## src/rtl/rxf_pkg.sv

```systemverilog
package rxf_pkg;

  localparam logic [2:0] FT_BEACON = 3'd0;
  localparam logic [2:0] FT_DATA   = 3'd1;
  localparam logic [2:0] FT_ACK    = 3'd2;
  localparam logic [2:0] FT_CMD    = 3'd3;

  localparam logic [1:0] DM_NONE  = 2'd0;
  localparam logic [1:0] DM_RSVD  = 2'd1;
  localparam logic [1:0] DM_SHORT = 2'd2;
  localparam logic [1:0] DM_EXT   = 2'd3;

  typedef struct packed {
    logic rsv_upload;
    logic rsv_filter;
    logic promisc;
    logic ack_off;
  } rx_mode_t;

  typedef struct packed {
    logic fire_end;
    logic fire_match;
    logic keep;
    logic want_ack;
  } verdict_t;

endpackage

```

## src/rtl/rxf_mode_latch.sv

```systemverilog
module rxf_mode_latch
  import rxf_pkg::*;
(
  input  logic     clk,
  input  logic     rst_n,
  input  logic     capture,
  input  rx_mode_t mode_in,
  output rx_mode_t mode_held
);
  always_ff @(posedge clk or negedge rst_n) begin
    if (!rst_n) mode_held <= '0;
    else if (capture) mode_held <= mode_in;
  end
endmodule

```

## src/rtl/rxf_addr_match.sv

```systemverilog
module rxf_addr_match
  import rxf_pkg::*;
#(
  parameter int PAN_W   = 16,
  parameter int SHORT_W = 16,
  parameter int EXT_W   = 64,
  parameter int LANE_W  = 16
) (
  input  logic [2:0]         ftype,
  input  logic [1:0]         dmode,
  input  logic [PAN_W-1:0]   dst_pan,
  input  logic [EXT_W-1:0]   dst_addr,
  input  logic [PAN_W-1:0]   node_pan,
  input  logic [SHORT_W-1:0] node_short,
  input  logic [EXT_W-1:0]   node_ext,
  output logic               rule_ok,
  output logic               dst_bcast
);
  localparam int NLANE = (EXT_W + LANE_W - 1) / LANE_W;
  localparam int PADW  = NLANE * LANE_W;

  logic [PADW-1:0]  dst_pad, own_pad;
  logic [NLANE-1:0] lane_eq;
  logic             pan_ok, short_ok, ext_ok;
  logic [SHORT_W-1:0] dst_short;

  assign dst_pad   = PADW'(dst_addr);
  assign own_pad   = PADW'(node_ext);
  assign dst_short = dst_addr[SHORT_W-1:0];

  for (genvar g = 0; g < NLANE; g++) begin : g_lane
    assign lane_eq[g] = dst_pad[g*LANE_W +: LANE_W] == own_pad[g*LANE_W +: LANE_W];
  end

  assign ext_ok    = &lane_eq;
  assign pan_ok    = (dst_pan == node_pan) || (dst_pan == {PAN_W{1'b1}});
  assign short_ok  = (dst_short == node_short) || (dst_short == {SHORT_W{1'b1}});
  assign dst_bcast = (dmode == DM_SHORT) && (dst_short == {SHORT_W{1'b1}});

  always_comb begin
    unique case (dmode)
      DM_NONE:  rule_ok = (ftype == FT_BEACON);
      DM_SHORT: rule_ok = pan_ok && short_ok;
      DM_EXT:   rule_ok = pan_ok && ext_ok;
      default:  rule_ok = 1'b0;
    endcase
  end
endmodule

```

## src/rtl/rxf_decide.sv

```systemverilog
module rxf_decide
  import rxf_pkg::*;
(
  input  rx_mode_t   mode,
  input  logic [2:0] ftype,
  input  logic       ackreq,
  input  logic       phr_ok,
  input  logic       fcs_ok,
  input  logic       rule_ok,
  input  logic       dst_bcast,
  output verdict_t   verdict
);
  logic is_rsv, is_ack, eligible, hit, keep_norm;

  always_comb begin
    is_rsv    = ftype[2];
    is_ack    = (ftype == FT_ACK);
    eligible  = is_rsv ? (mode.rsv_upload && mode.rsv_filter) : !is_ack;
    hit       = phr_ok && eligible && rule_ok;
    keep_norm = is_rsv ? (mode.rsv_upload && (!mode.rsv_filter || hit)) : hit;

    verdict.keep       = phr_ok && (mode.promisc || (fcs_ok && keep_norm));
    verdict.fire_end   = verdict.keep;
    verdict.fire_match = hit;
    verdict.want_ack   = hit && fcs_ok && ackreq && !mode.ack_off && !dst_bcast && !is_ack;
  end
endmodule

```

## src/rtl/rxf_filter_top.sv

```systemverilog
module rxf_filter_top
  import rxf_pkg::*;
#(
  parameter int PAN_W   = 16,
  parameter int SHORT_W = 16,
  parameter int EXT_W   = 64
) (
  input  logic               clk,
  input  logic               rst_n,
  input  logic               sof_i,
  input  logic               eof_i,
  input  logic               phr_ok_i,
  input  logic               fcs_ok_i,
  input  logic [2:0]         frm_type_i,
  input  logic               frm_ackreq_i,
  input  logic [1:0]         frm_dmode_i,
  input  logic [PAN_W-1:0]   dst_pan_i,
  input  logic [EXT_W-1:0]   dst_addr_i,
  input  logic               mode_rsv_upload_i,
  input  logic               mode_rsv_filter_i,
  input  logic               mode_promisc_i,
  input  logic               mode_ack_off_i,
  input  logic [PAN_W-1:0]   node_pan_i,
  input  logic [SHORT_W-1:0] node_short_i,
  input  logic [EXT_W-1:0]   node_ext_i,
  output logic               irq_end_o,
  output logic               irq_amatch_o,
  output logic               crc_ok_o,
  output logic               keep_o,
  output logic               ack_req_o
);
  rx_mode_t mode_live, mode_frame;
  verdict_t verdict;
  logic     rule_ok, dst_bcast;

  assign mode_live = '{rsv_upload: mode_rsv_upload_i, rsv_filter: mode_rsv_filter_i,
                       promisc: mode_promisc_i, ack_off: mode_ack_off_i};

  rxf_mode_latch u_mode (
    .clk(clk), .rst_n(rst_n), .capture(sof_i),
    .mode_in(mode_live), .mode_held(mode_frame)
  );

  rxf_addr_match #(.PAN_W(PAN_W), .SHORT_W(SHORT_W), .EXT_W(EXT_W)) u_match (
    .ftype(frm_type_i), .dmode(frm_dmode_i), .dst_pan(dst_pan_i), .dst_addr(dst_addr_i),
    .node_pan(node_pan_i), .node_short(node_short_i), .node_ext(node_ext_i),
    .rule_ok(rule_ok), .dst_bcast(dst_bcast)
  );

  rxf_decide u_decide (
    .mode(mode_frame), .ftype(frm_type_i), .ackreq(frm_ackreq_i),
    .phr_ok(phr_ok_i), .fcs_ok(fcs_ok_i), .rule_ok(rule_ok),
    .dst_bcast(dst_bcast), .verdict(verdict)
  );

  always_ff @(posedge clk or negedge rst_n) begin
    if (!rst_n) begin
      irq_end_o    <= 1'b0;
      irq_amatch_o <= 1'b0;
      ack_req_o    <= 1'b0;
      keep_o       <= 1'b0;
      crc_ok_o     <= 1'b0;
    end else begin
      irq_end_o    <= eof_i && verdict.fire_end;
      irq_amatch_o <= eof_i && verdict.fire_match;
      ack_req_o    <= eof_i && verdict.want_ack;
      if (eof_i) keep_o <= verdict.keep;
      if (eof_i && phr_ok_i) crc_ok_o <= fcs_ok_i;
    end
  end
endmodule

```

## config.mk

```make
export PLATFORM = sky130hd
export DESIGN_NAME = rxf_filter_top
export DESIGN_NICKNAME = d
export VERILOG_FILES = /design/src/rtl/rxf_pkg.sv /design/src/rtl/rxf_mode_latch.sv /design/src/rtl/rxf_addr_match.sv /design/src/rtl/rxf_decide.sv /design/src/rtl/rxf_filter_top.sv
export SDC_FILE = /design/constraint.sdc
export NUM_CORES = 1
export LEC_CHECK = 0
export ABC_CLOCK_PERIOD_IN_PS = 1310
export BUFFER_PORTS_ARGS = -buffer_cell sky130_fd_sc_hd__buf_2
export CAP_MARGIN = 20
export CORE_AREA = 2 2 76 78
export CTS_BUF_LIST = sky130_fd_sc_hd__clkbuf_8
export DETAILED_ROUTE_END_ITERATION = 8
export DIE_AREA = 0 0 78 80
export PLACE_DENSITY = 0.8
export SYNTH_ARGS = -nofsm -noshare
export SYNTH_HDL_FRONTEND = slang
export SYNTH_HIERARCHICAL = 1
export SYNTH_SLANG_ARGS = --single-unit
```

## constraint.sdc

```tcl
create_clock -name clk -period 1.31 [get_ports clk]
set_input_delay 0.131 -clock clk [delete_from_list [all_inputs] [get_ports clk]]
set_output_delay 0.131 -clock clk [all_outputs]
set_load 0.02 [all_outputs]
```

# [Word-level counts from Yosys, hierarchy flattened]
# Cells that the tools add are included.
[word_totals] reg_bits=9 in_bits=192 output_inout_bits=5 word_cells=52
[classes] n_eq_ne=11 muxes=3 n_reduce_logical=29
[ops] operator="$eq A16 B16 Y1" count=6
[ops] operator="$eq A16 B16 Y1 const B" count=2
[ops] operator="$logic_and A1 B1 Y1" count=18
[ops] operator="$eq A2 B2 Y1 const B" count=2
[ops] operator="$logic_not A1 Y1" count=4
[ops] operator="$logic_or A1 B1 Y1" count=4
[ops] operator="$reduce_and A4 Y1" count=1
[ops] operator="$eq A3 B2 Y1 const B" count=1
[ops] operator="$logic_not A3 Y1" count=1
[ops] operator="$pmux W1 S3" count=1
[ops] operator="$logic_not A2 Y1" count=1
[ops] operator="$mux W1" count=2

# [Logic depth before layout (Yosys ltp)]
# Gate-level depths: netlist of the first run.
[depth] ltp_word=12 mapped_depth=11

# [Cells and area by module]
# The synthesis of the first run kept the hierarchy.
[modules_own_cells] module="rxf_addr_match" instances=1 cells_each=145 area_per_inst_um2=1164.9 seq_area_each_um2=0.0
[modules_own_cells] module="rxf_filter_top" instances=1 cells_each=11 area_per_inst_um2=180.2 seq_area_each_um2=125.1
[modules_own_cells] module="rxf_mode_latch" instances=1 cells_each=8 area_per_inst_um2=145.1 seq_area_each_um2=100.1
[modules_own_cells] module="rxf_decide" instances=1 cells_each=15 area_per_inst_um2=103.8 seq_area_each_um2=0.0

# [Worst setup path after synthesis of the first run]
# OpenSTA, ideal clock, no wires.
[synth_path] path_type="input to register" from="in node_ext_i[37]" to="reg irq_end_o" arrival_time_ps=1719 required_time_ps=1246 path_slack_ps=-473 path_stages=10 n_path_buf=1 path_cell_list="xor2_1 -> nor4_1 -> nand4_2 -> o31a_1 -> o21ai_1 -> nand3_1 -> nor3_2 -> a211o_1 -> buf_4 -> and2_2"
[synth_rtl] element="from (decl)" line_no="rxf_filter_top.sv:25" text="input logic [EXT_W-1:0] node_ext_i,"
[synth_rtl] element="to (signal assigned)" line_no="rxf_filter_top.sv:64" text="irq_end_o <= eof_i && verdict.fire_end;"
[synth_rtl] element="to (decl)" line_no="rxf_filter_top.sv:26" text="output logic irq_end_o,"

==> results_dict.tcl, run 1 <==
set metrics [dict create \
    outcome "finished with violations" \
    failed_checks "setup timing" \
    start_util 0.295 \
    async_reset_ff_frac 1.00 \
    first_global_vias 2136 \
    grt_remaining_overflow 0 \
    vias 2146 \
    fill_cells 514 \
    area_growth_pct 82.1 \
    core_sq_um 5410 \
    grt_max_degree 10 \
    grt_antenna_before_repair 0 \
    finalSetupViolCount 4 \
    drtAntennaViolNets 0 \
    critPathKind "input pin to flop" \
    placed_cells 454 \
    num_antenna_cells 0 \
    drc 0 \
    cpPeakStageDelay_ps 320 \
    path_cells "buf_2, xnor2_1, nand4_1, nor4_2, nand2_1, o31a_1, o21ai_2, nand3_2, nor3_2, a211o_1, mux2_2" \
    drive_above_1_share 0.612 \
    p_total_mw 1.43 \
    track_usage 0.192 \
    power_density_nw_per_um2 492 \
    dp_hpwl_microns 5870 \
    setup_ws_ps -493 \
    timing.final.crit_period_ps 1800 \
    cts_root_buf "clkbuf_8" \
    maxSlewHeadroom 0.743 \
    ir_worst_vdd_uv 326 \
    htreeDepth 1 \
    gp_congestion 0.815 \
    dr.first_iter.drc_count 45 \
    hold_viol 0 \
    synth_edf_count 0 \
    die_area_sq_um 6240 \
    clock_sinks 9 \
    hold_slack_ps 135 \
    tns_ps -1600 \
    critical_path.max_fanout 3 \
    rows 27 \
    fin_crit_sh 1.38 \
    post_drt_wl_per_cell_microns 14.1 \
    crit_path_end_kind "flop" \
    worst_pin_slew_ps 383 \
    port_buffers 196 \
    synthFlopType "dfrtp_1" \
    p_leak_nw 1.47 \
    timing.fmax_ghz 0.555 \
    max_cap_viol_count 0 \
    cts-buffers-inserted 3 \
    finClkSkew_ps 4.66 \
    clock_path_buffers 2 \
    clk_latency_ps 230 \
    syn_nets 371 \
    ys_ff_latch 9 \
    cts_tree "built" \
    avgSynthCellArea_sq_um 8.91 \
    io_pins 197 \
    postCtsSetupRepairBufs 0 \
    die-width_microns 78 \
    yosysUniqueCellTypes 28 \
    routed_wl_microns 6480 \
    min_path_type "input pin to flop" \
    worst_ep_arrival_time_ps 1970 \
    start_kind "input pin" \
    rsz0062_at_grt "true" \
    nets 580 \
    dr.pass1.iters 4 \
    vias_per_cell 4.68 \
    fp.dieH_microns 80 \
    stdcell_count 459 \
    final_common_cell "buf_2" \
    syn_inst 179 \
    yosysWarnings 6 \
    netlist_area_sq_um 1590 \
    worstPathRequired_ps 1480 \
    crit_slowest_cell "o31a_1" \
    grt_pass1_wl_microns 9540 \
    slew_viol_final 0 \
    yosysSeqAreaShare 0.141 \
    mostFrequentLayoutCells "buf_2, xor2_1, xnor2_1, nand4_1, nor4_1" \
    clkTransAtPathRegs_ps 50 \
]
[cell usage after synthesis, drive strengths merged, types with 2 or more instances]
cell / count / share of area
nor3: 2 / 0.0094
mux2: 6 / 0.045
nand2: 5 / 0.013
xnor2: 48 / 0.27
dfrtp: 9 / 0.14
xor2: 48 / 0.26
nand3: 2 / 0.0063
buf: 2 / 0.0094
o21ai: 2 / 0.0063
nor4: 16 / 0.063
and2: 3 / 0.014
nor2: 2 / 0.0047
nand4: 24 / 0.098
[flip-flops by register name (all words and copies together) (netlist names)]
| name | cells |
|---|---|
| ack_req_o | 1 |
| crc_ok_o | 1 |
| u_mode/mode_held | 4 |
| keep_o | 1 |
| irq_end_o | 1 |
| irq_amatch_o | 1 |
[per-layer routing]
layer  GRT usage  wire length, microns  vias up
li1            -                     -     1059
met1       0.224                  2470      955
met2       0.362                  3480      120
met3      0.0305                   433       12
met4      0.0509                    99        0
met5           0                     0        -
[area by class of cell]
cell class / count / area, sq um / share of cell area
flip-flops and latches: 9 / 225 / 0.0776
clock inverters: 1 / 3.75 / 0.00129
multi-input cells: 167 / 1450 / 0.499
repair buffers: 206 / 1090 / 0.375
clock buffers: 3 / 41.3 / 0.0142
well taps: 72 / 90.1 / 0.0310
inverters: 1 / 3.75 / 0.00129
[logic make-up (layout without fill, tap and decap cells)]
family                    Yosys count  after routing  share of synthesized area
buffers and inverters               3            211                     0.0118
and+or+nand+nor                    59             59                      0.239
muxes                               6              6                     0.0447
AOI/OAI and AO/OA                   6              6                     0.0259
DFF                                 9              9                      0.141
xor gates and xnor gates           96             96                      0.537
[power breakdown]
group          internal (mW)  switching [mW]  leakage, nW
combinational          0.462           0.342         1.33
clock                  0.204           0.106       0.0269
sequential             0.302          0.0134        0.113
total                  0.968           0.462         1.47
[repair_timing]
action	4_1_cts	5_1_grt
pin swaps	5	5
hold endpoints to repair	9	0
resized for setup	10	6
setup endpoints to repair	4	4
cloned	0	0
hold buffers	1	0
[worst paths after layout]
| path | startpoint | to | slack (ps) | cells after the start |
|---|---|---|---|---|
| max | dst_addr_i[4] | keep_o | -490 | 11 |
| min | mode_ack_off_i | u_mode/mode_held[0] | 140 | 2 |
| max reg2reg | u_mode/mode_held[3] | keep_o | 100 | 4 |
| min reg2reg | crc_ok_o | crc_ok_o | 500 | 1 |
| max in group asynchronous | rst_n | irq_end_o | 840 | 2 |
| min in group asynchronous | rst_n | u_mode/mode_held[1] | 280 | 2 |
[stage by stage]
step,setup slack [ps],utilization,cell area (sq um)
after global placement,-653,0.509,2750
after floorplan,-391,-,1630
after CTS,-491,0.531,2870
after global routing,-643,0.537,2900
final,-493,0.537,2900
after detailed placement,-759,0.509,2750
[worst max-delay path, delay by kind of cell]
family,cells,cell delay (ps)
mux,1,150
compound gates,3,640
buf+inv,1,130
simple gates,5,780
xor+xnor,1,150
Note: power is estimated with default switching activity, not from simulation.
==> run 2: changes to the inputs <==
--- a/config.mk
+++ b/config.mk
@@ -8,11 +8,10 @@
 export ABC_CLOCK_PERIOD_IN_PS = 1310
 export BUFFER_PORTS_ARGS = -buffer_cell sky130_fd_sc_hd__buf_2
 export CAP_MARGIN = 20
-export CORE_AREA = 2 2 76 78
-export CTS_BUF_LIST = sky130_fd_sc_hd__clkbuf_8
+export CORE_AREA = 2 2 77 79
 export DETAILED_ROUTE_END_ITERATION = 8
-export DIE_AREA = 0 0 78 80
-export PLACE_DENSITY = 0.8
+export DIE_AREA = 0 0 79 81
+export PLACE_DENSITY = 0.79
 export SYNTH_ARGS = -nofsm -noshare
 export SYNTH_HDL_FRONTEND = slang
 export SYNTH_HIERARCHICAL = 1
==> run 2 against run 1 <==
Against the previous run:
- the flow still finishes with violations (setup timing)
- fmax down 2.9%
- sequential cell count unchanged
- global-route usage down 0.80 points
- sequential power about the same
- via count down 1.0%
- clock power up 4%
- non-clock buffer count up 2
- largest power group unchanged
- highest routed layer unchanged
==> results_dict.tcl, run 2 (synthesized netlist as in run 1, its figures left out) <==
set metrics [dict create \
    outcome "finished with violations" \
    failed_checks "setup timing" \
    finalSetupViolCount 4 \
    worstHoldStart "mode_promisc_i" \
    clock_path_buffers 2 \
    core_sq_um 5680 \
    vias_per_cell 4.58 \
    setup_ws_ps -547 \
    drc 0 \
    min_path_type "input pin to flop" \
    grt_max_degree 10 \
    fp.dieH_microns 81 \
    track_usage 0.184 \
    critPathKind "input pin to flop" \
    largest_register_ffs 4 \
    slew_viol_final 0 \
    io_pins 197 \
    placed_cells 458 \
    final_common_cell "buf_2" \
    htreeDepth 1 \
    start_kind "input pin" \
    die-width_microns 79 \
    dp_hpwl_microns 5690 \
    drtAntennaViolNets 0 \
    mostFrequentLayoutCells "buf_2, xor2_1, xnor2_1, nand4_1, buf_4" \
    num_antenna_cells 0 \
    clk_latency_ps 230 \
    rr_startpoint "u_mode/mode_held[3]" \
    cts_root_buf "clkbuf_8" \
    die_area_sq_um 6400 \
    cp-endpoint "keep_o" \
    start_util 0.281 \
    clkTransAtPathRegs_ps 50 \
    worst_pin_slew_ps 341 \
    finClkSkew_ps 2.14 \
    timing.fmax_ghz 0.538 \
    largest-register "u_mode/mode_held" \
    stdcell_count 464 \
    timing.final.crit_period_ps 1860 \
    cts_tree "built" \
    grt_remaining_overflow 0 \
    vias 2124 \
    port_buffers 196 \
    grt_pass1_wl_microns 9200 \
    post_drt_wl_per_cell_microns 13.6 \
    drive_above_1_share 0.625 \
    grt_antenna_before_repair 0 \
    fin_crit_sh 1.42 \
    routed_wl_microns 6320 \
    first_global_vias 2105 \
    rows 28 \
    crit_start "node_ext_i[16]" \
    power_density_nw_per_um2 495 \
    crit_path_end_kind "flop" \
    min_path_cells 2 \
    maxSlewHeadroom 0.771 \
    rr_worst_depth 4 \
    dr.pass1.iters 4 \
    nets 582 \
    area_growth_pct 85.2 \
    max_cap_viol_count 0 \
    worst_ep_arrival_time_ps 2030 \
    tns_ps -1880 \
    cts-buffers-inserted 3 \
    worstPathRequired_ps 1490 \
    r2r-end "keep_o" \
    clock_sinks 9 \
    ir_worst_vdd_uv 542 \
    p_leak_nw 1.48 \
    rsz0062_at_grt "true" \
    fill_cells 554 \
    hold_viol 0 \
    gp_congestion 0.872 \
    critical_path.max_fanout 2 \
    rrSetupSlack_ps 100 \
    dr.first_iter.drc_count 27 \
]
## run 2: routing by layer
metal  wire length [microns]  up-vias  global-route usage
met4                      85        0              0.0655
met2                    3510      106               0.352
met5                       0        -                   0
met3                     437        8              0.0244
met1                    2280      948               0.208
li1                        -     1062                   -
## run 2: repair_timing
item | in CTS | in global routing
setup buffers | 0 | 1
cloned | 0 | 0
hold buffers | 1 | 0
endpoints found under the setup margin | 4 | 4
pin swaps | 4 | 15
endpoints found under the hold margin | 9 | 0
gates resized for setup | 8 | 13
## run 2: cell type report
class	instances	area, sq um	share of cell area
clock buffers	3	41.3	0.0140
well taps	75	93.8	0.0318
flip-flops and latches	9	225	0.0763
clock inverters	1	5.00	0.00170
inverters	1	3.75	0.00127
repair buffers	208	1110	0.376
multi-input cells	167	1470	0.499
## run 2: worst min path at each step
| stage | to | slack, ps |
|---|---|---|
| 6_report | u_mode/mode_held[1] | 130 |
| 4_1_cts | u_mode/mode_held[1] | 120 |
| 5_1_grt | u_mode/mode_held[2] | 120 |
| 2_1_floorplan | ack_req_o | -160 |
| 3_5_place_dp | u_mode/mode_held[0] | -10 |
| 3_3_place_gp | crc_ok_o | -20 |
## run 2: power by group
part           switching [mW]  internal (mW)
Combinational           0.352          0.470
Clock                   0.114          0.208
Sequential             0.0145          0.302
Total                   0.481          0.979
## run 2: critical path: stages
cell     delay [ps]
buf_6            90
xor2_1          160
nor4_1          320
buf_4           180
nand4_4          70
o31a_1          320
o21ai_2         180
nand3_2         110
nor3_2          190
a211o_1         140
mux2_4          140
## run 2: metrics by stage
stage                util  worst slack [ps]  area (sq um)  power (mW)  hold slack (ps)
floorplan               -              -391          1630       0.638             -165
global placement    0.487              -755          2760        1.08            -17.0
detailed placement  0.487              -824          2760        1.09            -13.6
CTS                 0.504              -484          2860        1.44              124
global route        0.520              -667          2950        1.58              121
finish              0.520              -547          2950        1.46              128
